**src/rtl/lcr_pkg.sv**
```systemverilog
package lcr_pkg;

   localparam int unsigned BIT_SRST = 16;
   localparam int unsigned BIT_LINK = 17;
   localparam int unsigned BIT_POST = 18;
   localparam int unsigned BIT_LPS  = 19;
   localparam int unsigned BIT_ENH  = 22;
   localparam int unsigned BIT_PROG = 23;

   typedef struct packed {
      logic enh;
      logic lps;
      logic post;
      logic link;
   } ctrl_t;

   typedef enum logic [2:0] {
      SRC_ZERO,
      SRC_CTRL,
      SRC_SID,
      SRC_PHY,
      SRC_ONES
   } rsrc_e;

   function automatic logic [31:0] pack_ctrl(input ctrl_t c, input logic busy,
                                             input logic prog);
      logic [31:0] w;
      w           = '0;
      w[BIT_SRST] = busy;
      w[BIT_LINK] = c.link;
      w[BIT_POST] = c.post;
      w[BIT_LPS]  = c.lps;
      w[BIT_ENH]  = c.enh;
      w[BIT_PROG] = prog;
      return w;
   endfunction

endpackage

```
**src/rtl/lcr_decode.sv**
```systemverilog
module lcr_decode #(
   parameter int unsigned ADDR_W = 12,
   parameter logic [ADDR_W-1:0] SET_OFS = 12'h050,
   parameter logic [ADDR_W-1:0] CLR_OFS = 12'h054,
   parameter logic [ADDR_W-1:0] SID_OFS = 12'h064,
   parameter int unsigned NUM_WIN = 2,
   parameter logic [NUM_WIN*ADDR_W-1:0] WIN_LO = {12'h100, 12'h0DC},
   parameter logic [NUM_WIN*ADDR_W-1:0] WIN_HI = {12'h11C, 12'h0F0}
) (
   input  logic [ADDR_W-1:0] addr,
   output logic              hit_set,
   output logic              hit_clr,
   output logic              hit_sid,
   output logic              hit_phy
);

   logic               aligned;
   logic [NUM_WIN-1:0] win_hit;

   assign aligned = (addr[1:0] == 2'b00);

   generate
      for (genvar gi = 0; gi < NUM_WIN; gi++) begin : g_win
         localparam logic [ADDR_W-1:0] LO = WIN_LO[gi*ADDR_W +: ADDR_W];
         localparam logic [ADDR_W-1:0] HI = WIN_HI[gi*ADDR_W +: ADDR_W];
         assign win_hit[gi] = (addr >= LO) && (addr <= HI);
      end
   endgenerate

   assign hit_set = aligned && (addr == SET_OFS);
   assign hit_clr = aligned && (addr == CLR_OFS);
   assign hit_sid = aligned && (addr == SID_OFS);
   assign hit_phy = aligned && (|win_hit);

endmodule

```
**src/rtl/lcr_rst_seq.sv**
```systemverilog
module lcr_rst_seq #(
   parameter int unsigned RST_CYCLES = 16
) (
   input  logic clk,
   input  logic rst_n,
   input  logic start,
   output logic busy
);

   generate
      if (RST_CYCLES == 1) begin : g_single
         always_ff @(posedge clk or negedge rst_n) begin
            if (!rst_n) busy <= 1'b0;
            else        busy <= start;
         end
      end else begin : g_count
         localparam int unsigned CNT_W = $clog2(RST_CYCLES);
         localparam logic [CNT_W-1:0] LAST = CNT_W'(RST_CYCLES - 1);
         logic [CNT_W-1:0] cnt_q;

         always_ff @(posedge clk or negedge rst_n) begin
            if (!rst_n) begin
               busy  <= 1'b0;
               cnt_q <= '0;
            end else if (start) begin
               busy  <= 1'b1;
               cnt_q <= LAST;
            end else if (busy) begin
               if (cnt_q == '0) busy <= 1'b0;
               else             cnt_q <= cnt_q - 1'b1;
            end
         end
      end
   endgenerate

endmodule

```
**src/rtl/lcr_ctrl_reg.sv**
```systemverilog
module lcr_ctrl_reg
   import lcr_pkg::*;
(
   input  logic  clk,
   input  logic  rst_n,
   input  logic  start,
   input  logic  busy,
   input  logic  wr_set,
   input  logic  wr_clr,
   input  logic  prog_ok,
   input  ctrl_t req_bits,
   output ctrl_t q
);

   ctrl_t nxt;
   logic  post_open;
   logic  enh_open;

   // Guards look at the value held before this write.
   assign post_open = !q.link;
   assign enh_open  = q.link && prog_ok;

   always_comb begin
      nxt = q;
      if (wr_set) begin
         nxt.link = q.link | req_bits.link;
         nxt.lps  = q.lps  | req_bits.lps;
         if (post_open && req_bits.post) nxt.post = 1'b1;
         if (enh_open  && req_bits.enh)  nxt.enh  = 1'b1;
      end else if (wr_clr) begin
         nxt.link = q.link & ~req_bits.link;
         nxt.lps  = q.lps  & ~req_bits.lps;
         nxt.enh  = q.enh  & ~req_bits.enh;
         if (post_open && req_bits.post) nxt.post = 1'b0;
      end
   end

   always_ff @(posedge clk or negedge rst_n) begin
      if (!rst_n)       q <= '0;
      else if (start)   q <= '0;
      else if (!busy)   q <= nxt;
   end

endmodule

```
**src/rtl/lcr_guard.sv**
```systemverilog
module lcr_guard
   import lcr_pkg::*;
#(
   parameter int unsigned DATA_W = 32
) (
   input  logic              clk,
   input  logic              rst_n,
   input  logic              req,
   input  logic              we,
   input  logic              hit_ctrl,
   input  logic              hit_sid,
   input  logic              hit_phy,
   input  logic              phy_clk_run,
   input  logic              abort_disable,
   input  logic [DATA_W-1:0] ctrl_rd,
   input  logic [DATA_W-1:0] sid_rd,
   input  logic [DATA_W-1:0] phy_rdata,
   output logic              phy_req,
   output logic              ack,
   output logic              abort,
   output logic [DATA_W-1:0] rdata
);

   rsrc_e             src;
   logic              abort_d;
   logic [DATA_W-1:0] rdata_d;

   assign phy_req = req && hit_phy && phy_clk_run;
   assign abort_d = req && hit_phy && !phy_clk_run && !abort_disable;

   always_comb begin
      src = SRC_ZERO;
      if (req && !we) begin
         if (hit_phy) begin
            if (phy_clk_run)        src = SRC_PHY;
            else if (abort_disable) src = SRC_ONES;
            else                    src = SRC_ZERO;
         end else if (hit_ctrl) begin
            src = SRC_CTRL;
         end else if (hit_sid) begin
            src = SRC_SID;
         end
      end
   end

   always_comb begin
      unique case (src)
         SRC_CTRL: rdata_d = ctrl_rd;
         SRC_SID:  rdata_d = sid_rd;
         SRC_PHY:  rdata_d = phy_rdata;
         SRC_ONES: rdata_d = '1;
         default:  rdata_d = '0;
      endcase
   end

   always_ff @(posedge clk or negedge rst_n) begin
      if (!rst_n) begin
         ack   <= 1'b0;
         abort <= 1'b0;
         rdata <= '0;
      end else begin
         ack   <= req;
         abort <= abort_d;
         rdata <= rdata_d;
      end
   end

endmodule

```
**src/rtl/link_ctl_regs.sv**
```systemverilog
module link_ctl_regs
   import lcr_pkg::*;
#(
   parameter int unsigned ADDR_W     = 12,
   parameter int unsigned DATA_W     = 32,
   parameter int unsigned RST_CYCLES = 16,
   parameter int unsigned SID_ALIGN  = 11,
   parameter logic [ADDR_W-1:0] SET_OFS = 12'h050,
   parameter logic [ADDR_W-1:0] CLR_OFS = 12'h054,
   parameter logic [ADDR_W-1:0] SID_OFS = 12'h064,
   parameter int unsigned NUM_WIN = 2,
   parameter logic [NUM_WIN*ADDR_W-1:0] WIN_LO = {12'h100, 12'h0DC},
   parameter logic [NUM_WIN*ADDR_W-1:0] WIN_HI = {12'h11C, 12'h0F0}
) (
   input  logic              clk,
   input  logic              rst_n,
   input  logic              hb_req,
   input  logic              hb_we,
   input  logic [ADDR_W-1:0] hb_addr,
   input  logic [DATA_W-1:0] hb_wdata,
   output logic              hb_ack,
   output logic              hb_abort,
   output logic [DATA_W-1:0] hb_rdata,
   input  logic              phy_clk_run,
   input  logic              abort_disable,
   input  logic              prog_phy_ok,
   output logic              phy_req,
   input  logic [DATA_W-1:0] phy_rdata,
   output logic              soft_rst_busy,
   output logic              link_en,
   output logic              posted_wr_en,
   output logic              link_pwr,
   output logic              phy_enh_en,
   output logic [DATA_W-1:0] sid_base
);

   localparam int unsigned SID_W = DATA_W - SID_ALIGN;

   generate
      if (DATA_W != 32) begin : g_bad_data
         $error("link_ctl_regs: DATA_W must be 32");
      end
      if (ADDR_W < 8) begin : g_bad_addr
         $error("link_ctl_regs: ADDR_W too small");
      end
      if (RST_CYCLES < 1) begin : g_bad_rst
         $error("link_ctl_regs: RST_CYCLES must be at least 1");
      end
      if (SID_ALIGN < 2 || SID_ALIGN > 16) begin : g_bad_align
         $error("link_ctl_regs: SID_ALIGN out of range");
      end
      if (NUM_WIN < 1) begin : g_bad_win
         $error("link_ctl_regs: NUM_WIN must be at least 1");
      end
   endgenerate

   logic  hit_set, hit_clr, hit_sid, hit_phy;
   logic  wr_set, wr_clr, wr_sid, start;
   ctrl_t req_bits;
   ctrl_t ctrl_q;
   logic  [SID_W-1:0]  sid_q;
   logic  [DATA_W-1:0] ctrl_rd;
   logic  unused_wdata;

   lcr_decode #(
      .ADDR_W (ADDR_W),
      .SET_OFS(SET_OFS),
      .CLR_OFS(CLR_OFS),
      .SID_OFS(SID_OFS),
      .NUM_WIN(NUM_WIN),
      .WIN_LO (WIN_LO),
      .WIN_HI (WIN_HI)
   ) u_dec (
      .addr   (hb_addr),
      .hit_set(hit_set),
      .hit_clr(hit_clr),
      .hit_sid(hit_sid),
      .hit_phy(hit_phy)
   );

   assign wr_set = hb_req && hb_we && hit_set && !soft_rst_busy;
   assign wr_clr = hb_req && hb_we && hit_clr && !soft_rst_busy;
   assign wr_sid = hb_req && hb_we && hit_sid && !soft_rst_busy;
   assign start  = wr_set && hb_wdata[BIT_SRST];

   assign req_bits.link = hb_wdata[BIT_LINK];
   assign req_bits.post = hb_wdata[BIT_POST];
   assign req_bits.lps  = hb_wdata[BIT_LPS];
   assign req_bits.enh  = hb_wdata[BIT_ENH];

   lcr_rst_seq #(.RST_CYCLES(RST_CYCLES)) u_rst (
      .clk  (clk),
      .rst_n(rst_n),
      .start(start),
      .busy (soft_rst_busy)
   );

   lcr_ctrl_reg u_ctrl (
      .clk     (clk),
      .rst_n   (rst_n),
      .start   (start),
      .busy    (soft_rst_busy),
      .wr_set  (wr_set),
      .wr_clr  (wr_clr),
      .prog_ok (prog_phy_ok),
      .req_bits(req_bits),
      .q       (ctrl_q)
   );

   always_ff @(posedge clk or negedge rst_n) begin
      if (!rst_n)      sid_q <= '0;
      else if (start)  sid_q <= '0;
      else if (wr_sid) sid_q <= hb_wdata[DATA_W-1:SID_ALIGN];
   end

   assign sid_base     = {sid_q, {SID_ALIGN{1'b0}}};
   assign ctrl_rd      = pack_ctrl(ctrl_q, soft_rst_busy, prog_phy_ok);
   assign link_en      = ctrl_q.link;
   assign posted_wr_en = ctrl_q.post;
   assign link_pwr     = ctrl_q.lps;
   assign phy_enh_en   = ctrl_q.enh;
   assign unused_wdata = ^hb_wdata[SID_ALIGN-1:0];

   lcr_guard #(.DATA_W(DATA_W)) u_guard (
      .clk          (clk),
      .rst_n        (rst_n),
      .req          (hb_req),
      .we           (hb_we),
      .hit_ctrl     (hit_set || hit_clr),
      .hit_sid      (hit_sid),
      .hit_phy      (hit_phy),
      .phy_clk_run  (phy_clk_run),
      .abort_disable(abort_disable),
      .ctrl_rd      (ctrl_rd),
      .sid_rd       (sid_base),
      .phy_rdata    (phy_rdata),
      .phy_req      (phy_req),
      .ack          (hb_ack),
      .abort        (hb_abort),
      .rdata        (hb_rdata)
   );

endmodule

```
**config.mk**
```make
export PLATFORM = sky130hd
export DESIGN_NAME = link_ctl_regs
export DESIGN_NICKNAME = d
export VERILOG_FILES = /design/src/rtl/lcr_pkg.sv /design/src/rtl/lcr_decode.sv /design/src/rtl/lcr_rst_seq.sv /design/src/rtl/lcr_ctrl_reg.sv /design/src/rtl/lcr_guard.sv /design/src/rtl/link_ctl_regs.sv
export SDC_FILE = /design/constraint.sdc
export NUM_CORES = 1
export LEC_CHECK = 0
export ABC_AREA = 1
export CELL_PAD_IN_SITES_DETAIL_PLACEMENT = 0
export CELL_PAD_IN_SITES_GLOBAL_PLACEMENT = 1
export CORE_ASPECT_RATIO = 1.5
export CORE_MARGIN = 1.5
export CORE_UTILIZATION = 26
export DETAILED_ROUTE_END_ITERATION = 6
export GPL_ROUTABILITY_DRIVEN = 0
export GPL_TIMING_DRIVEN = 0
export PLACE_DENSITY_LB_ADDON = 0.2
export RECOVER_POWER = 25
export REMOVE_ABC_BUFFERS = 1
export SLEW_MARGIN = 20
export SYNTH_ARGS = -nofsm -noshare
export SYNTH_HDL_FRONTEND = slang
export SYNTH_SLANG_ARGS = --single-unit
```
**constraint.sdc**
```tcl
create_clock -name clk -period 1.3 [get_ports clk]
set_input_delay 0.195 -clock clk [delete_from_list [all_inputs] [get_ports clk]]
set_output_delay 0.195 -clock clk [all_outputs]
set_load 0.01 [all_outputs]
```
==> impl_metrics.toml <==
[outcome]
status = "complete, but fails checks"
failed_checks = "negative setup slack"

[synth]
synthArstFlopShare_pct = 100.0
synthDominantAreaCellType = "dfrtp_1"
ys_seq_area_share_pct = 49.38
synth-seq-cells = 64
yosys.cell_count.top_type = "nand2_1"
synthFlopType = "dfrtp_1"
synth.avg_cell_area_um2 = 8.625
syn_inst = 376
synth_edf_count = 0
synth_area_leaders = "dfrtp_1, nand2_1, nand3_1"
syn-cell-area_um2 = 3243
yosys.area.top_type_share_pct = 49.38
synth.top_cells.by_count = "nand2_1, dfrtp_1, nand3_1, nor2_1, inv_1"
synth_warnings = 0
distinct_cells_synth = 36

[global_routing]
grt.total_usage_pct = 16.74
grt_first_pass_wirelength_um = 16610
antenna_violations_before_repair = 0
gr-total-overflow = 0
grt_max_degree = 53
number_of_global_route_vias_before_repair = 3101

[finish]
stdcell_count = 701
finalNetCount = 627
fillCellCount = 1232
insertedDiodeCount = 0
areaGrowthSynthToFinish_pct = 67.63
post_route_cells_drive_above_1_share_pct = 27.92

[placement]
io_buffer_count = 132
numPlacedInstances = 651
place.detailed.hpwl_um = 7064

[sta]
worst_margin_slew_ns = 0.9310
max_slew_margin_pct = 37.93
rsz0062_at_grt = "yes"
worst_slack_on_hold_paths_ns = 0.1770
period_minus_slack_ns = 1.365
report.final.slew_viol_count = 0
timing_hold_violations_final = 0
setup_viol = 13
max_freq_mhz = 732.7
post-route-worst-setup-slack_ns = -0.06474
skew_ns = 0.003804
share_of_the_cycle_needed_by_the_critical_path_after_routing_pct = 105.0

[min_path]
worst_hold_path.endpoint = "u_guard.ack$_DFF_PN0_"
min-delay-path-class = "input pin to register"
worstHoldStart = "hb_req"
worst_hold_path.num_cells = 1

[route]
vias = 3070
initial_drt_pass_iterations = 6
route.detailed.wl_per_inst_um = 15.64
detail-route-antenna-nets = 0
drc = 0
routed_wire_length_um = 10970
drt_iter0_drc = 86
detail_route.vias_per_cell = 4.379

[setup_path]
reg2reg_to = "u_ctrl.q[0]$_DFFE_PN0P_"
setup.worst_path.class = "register to register"
reg2reg_slack_ns = -0.06
endpoint_kind = "register"
arrival_ns = 1.58
critical_path.max_fanout = 3
critical_path_required_ns = 1.51
worstReg2RegStart = "u_rst.busy$_DFF_PN0_"
r2r_cells = 9
startpoint_type = "register"

[clocking]
clockBufferDepth = 2
path_clk_slew_ns = 0.05
cts_tree = "built"
numCtsBuffers = 9
clock_insertion_delay_worst_skew_ns = 0.32
tritoncts_num_sinks = 64
cts_root_buffer = "clkbuf_16"
cts_htree_levels = 3

[floorplanning]
placeableCoreArea_um2 = 12080
rows = 49
io_pins = 155
floorplan.initialDensity_pct = 26.85
die_height_um = 139.8
die_area_um2 = 13170
die_x_um = 94.19

[power]
total_power_mw = 5.060
cellLeakagePower_nw = 3.002
power-per-cell-area_nw_per_um2 = 930.8
peakVddDrop_mv = 0.4784

[flow_run]
timing.max_cap.violations = 0
[per-layer routing]
| metal | up-vias | share of wire (%) | global-route usage (%) |
|---|---|---|---|
| met5 | - | 0 | 0 |
| met2 | 101 | 55 | 30.25 |
| met3 | 10 | 5.3 | 3.224 |
| met1 | 1449 | 39 | 19.17 |
| li1 | 1510 | - | - |
| met4 | 0 | 1.2 | 5.892 |
[state kept, by name, indices dropped and copies added (netlist names)]
signal / flops
u_guard.abort: 1
u_rst.g_count.cnt_q: 4
sid_q: 21
u_rst.busy: 1
u_guard.ack: 1
u_guard.rdata: 32
u_ctrl.q: 4
[what timing repair did]
action	in CTS	in global routing
endpoints found under the setup margin	123	56
gates cloned	4	2
pin swaps	28	18
hold buffers	1	0
resized for setup	168	40
setup buffers	20	7
hold endpoints to repair	12	0
[where the power goes]
group / total [mW] / switching [mW] / internal [mW]
logic: 0.460 / 0.216 / 0.244
clock network: 2.60 / 0.874 / 1.73
registers: 2.00 / 0.00188 / 2.00
[layout make-up]
cell class                 count  area (um^2)  share of cell area, %
timing repair inverter         4        55.05                  1.013
sequential                    64         1602                  29.46
inverter                      47        231.5                  4.258
multi-input combinational    255         1536                  28.26
clock buffer                  11        242.7                  4.465
clock inverter                 5        80.08                  1.473
tap                          153        191.4                  3.521
timing repair buffer         162         1498                  27.55
[worst max-delay path: stages, from the launching register on]
cell and delay, ns:
dfrtp_1 0.40, nor2_4 0.15, inv_2 0.06, nor2_2 0.09, nand2_2 0.10, nor2_4 0.17
buf_6 0.13, o21ai_2 0.04, nand2_1 0.06, o21ai_1 0.06
[how the worst max path moves through the flow]
| stage | start | endpoint | slack (ns) | cells after the start |
|---|---|---|---|---|
| after floorplan | u_rst.busy$_DFF_PN0_ | sid_q[6]$_DFFE_PN0P_ | -0.69 | 8 |
| after global placement | rst_n | u_guard.abort$_DFF_PN0_ | -2.29 | 1 |
| after detailed placement | hb_req | u_guard.rdata[19]$_DFF_PN0_ | -1.29 | 8 |
| after CTS | u_rst.busy$_DFF_PN0_ | u_ctrl.q[2]$_DFFE_PN0P_ | -0.07 | 9 |
| after global routing | u_rst.busy$_DFF_PN0_ | u_ctrl.q[3]$_DFFE_PN0P_ | -0.15 | 10 |
| final | u_rst.busy$_DFF_PN0_ | u_ctrl.q[0]$_DFFE_PN0P_ | -0.06 | 9 |
[metrics by stage]
step,setup slack [ns],utilization (%),instance area [um^2],setup TNS (ns)
2_1_floorplan,-0.6868,-,3094,-19.80
3_3_place_gp,-2.293,38.14,4607,-238.85
3_5_place_dp,-1.290,38.50,4649,-63.52
4_1_cts,-0.06629,43.68,5275,-0.4460
5_1_grt,-0.1453,45.01,5436,-7.651
6_report,-0.06474,45.01,5436,-0.3952
[cell usage in the layout, fill, tap and decap left out, types with 2 or more instances in the layout]
cell / count
o21ai_1: 6
clkbuf_1: 2
inv_1: 33
nand2_4: 6
clkdlybuf4s50_1: 55
clkbuf_16: 9
buf_2: 8
nand3_4: 4
o22ai_1: 4
buf_6: 4
nand4_1: 3
nor2_2: 6
clkinvlp_4: 2
dlygate4sd2_1: 62
buf_4: 23
nor3_1: 2
clkbuf_2: 2
inv_8: 3
inv_2: 8
nand2_1: 71
bufinv_16: 2
o21ai_2: 2
conb_1: 11
nand4_4: 4
nor2_4: 8
buf_12: 4
dfrtp_1: 64
o21ai_0: 2
nand2_2: 28
nand3_1: 46
clkinv_2: 2
nand3_2: 13
nor2_1: 32
clkinv_8: 3
[cell families after synthesis]
logic type      Yosys count  share of synthesized area [%]
flops                    64                          49.38
other cells               1                         0.1156
fa+ha+maj                 1                         0.3857
simple gates            225                          35.88
buf+inv                  69                          11.50
compound gates           16                          2.739
Note: power is estimated with default switching activity, not from simulation.
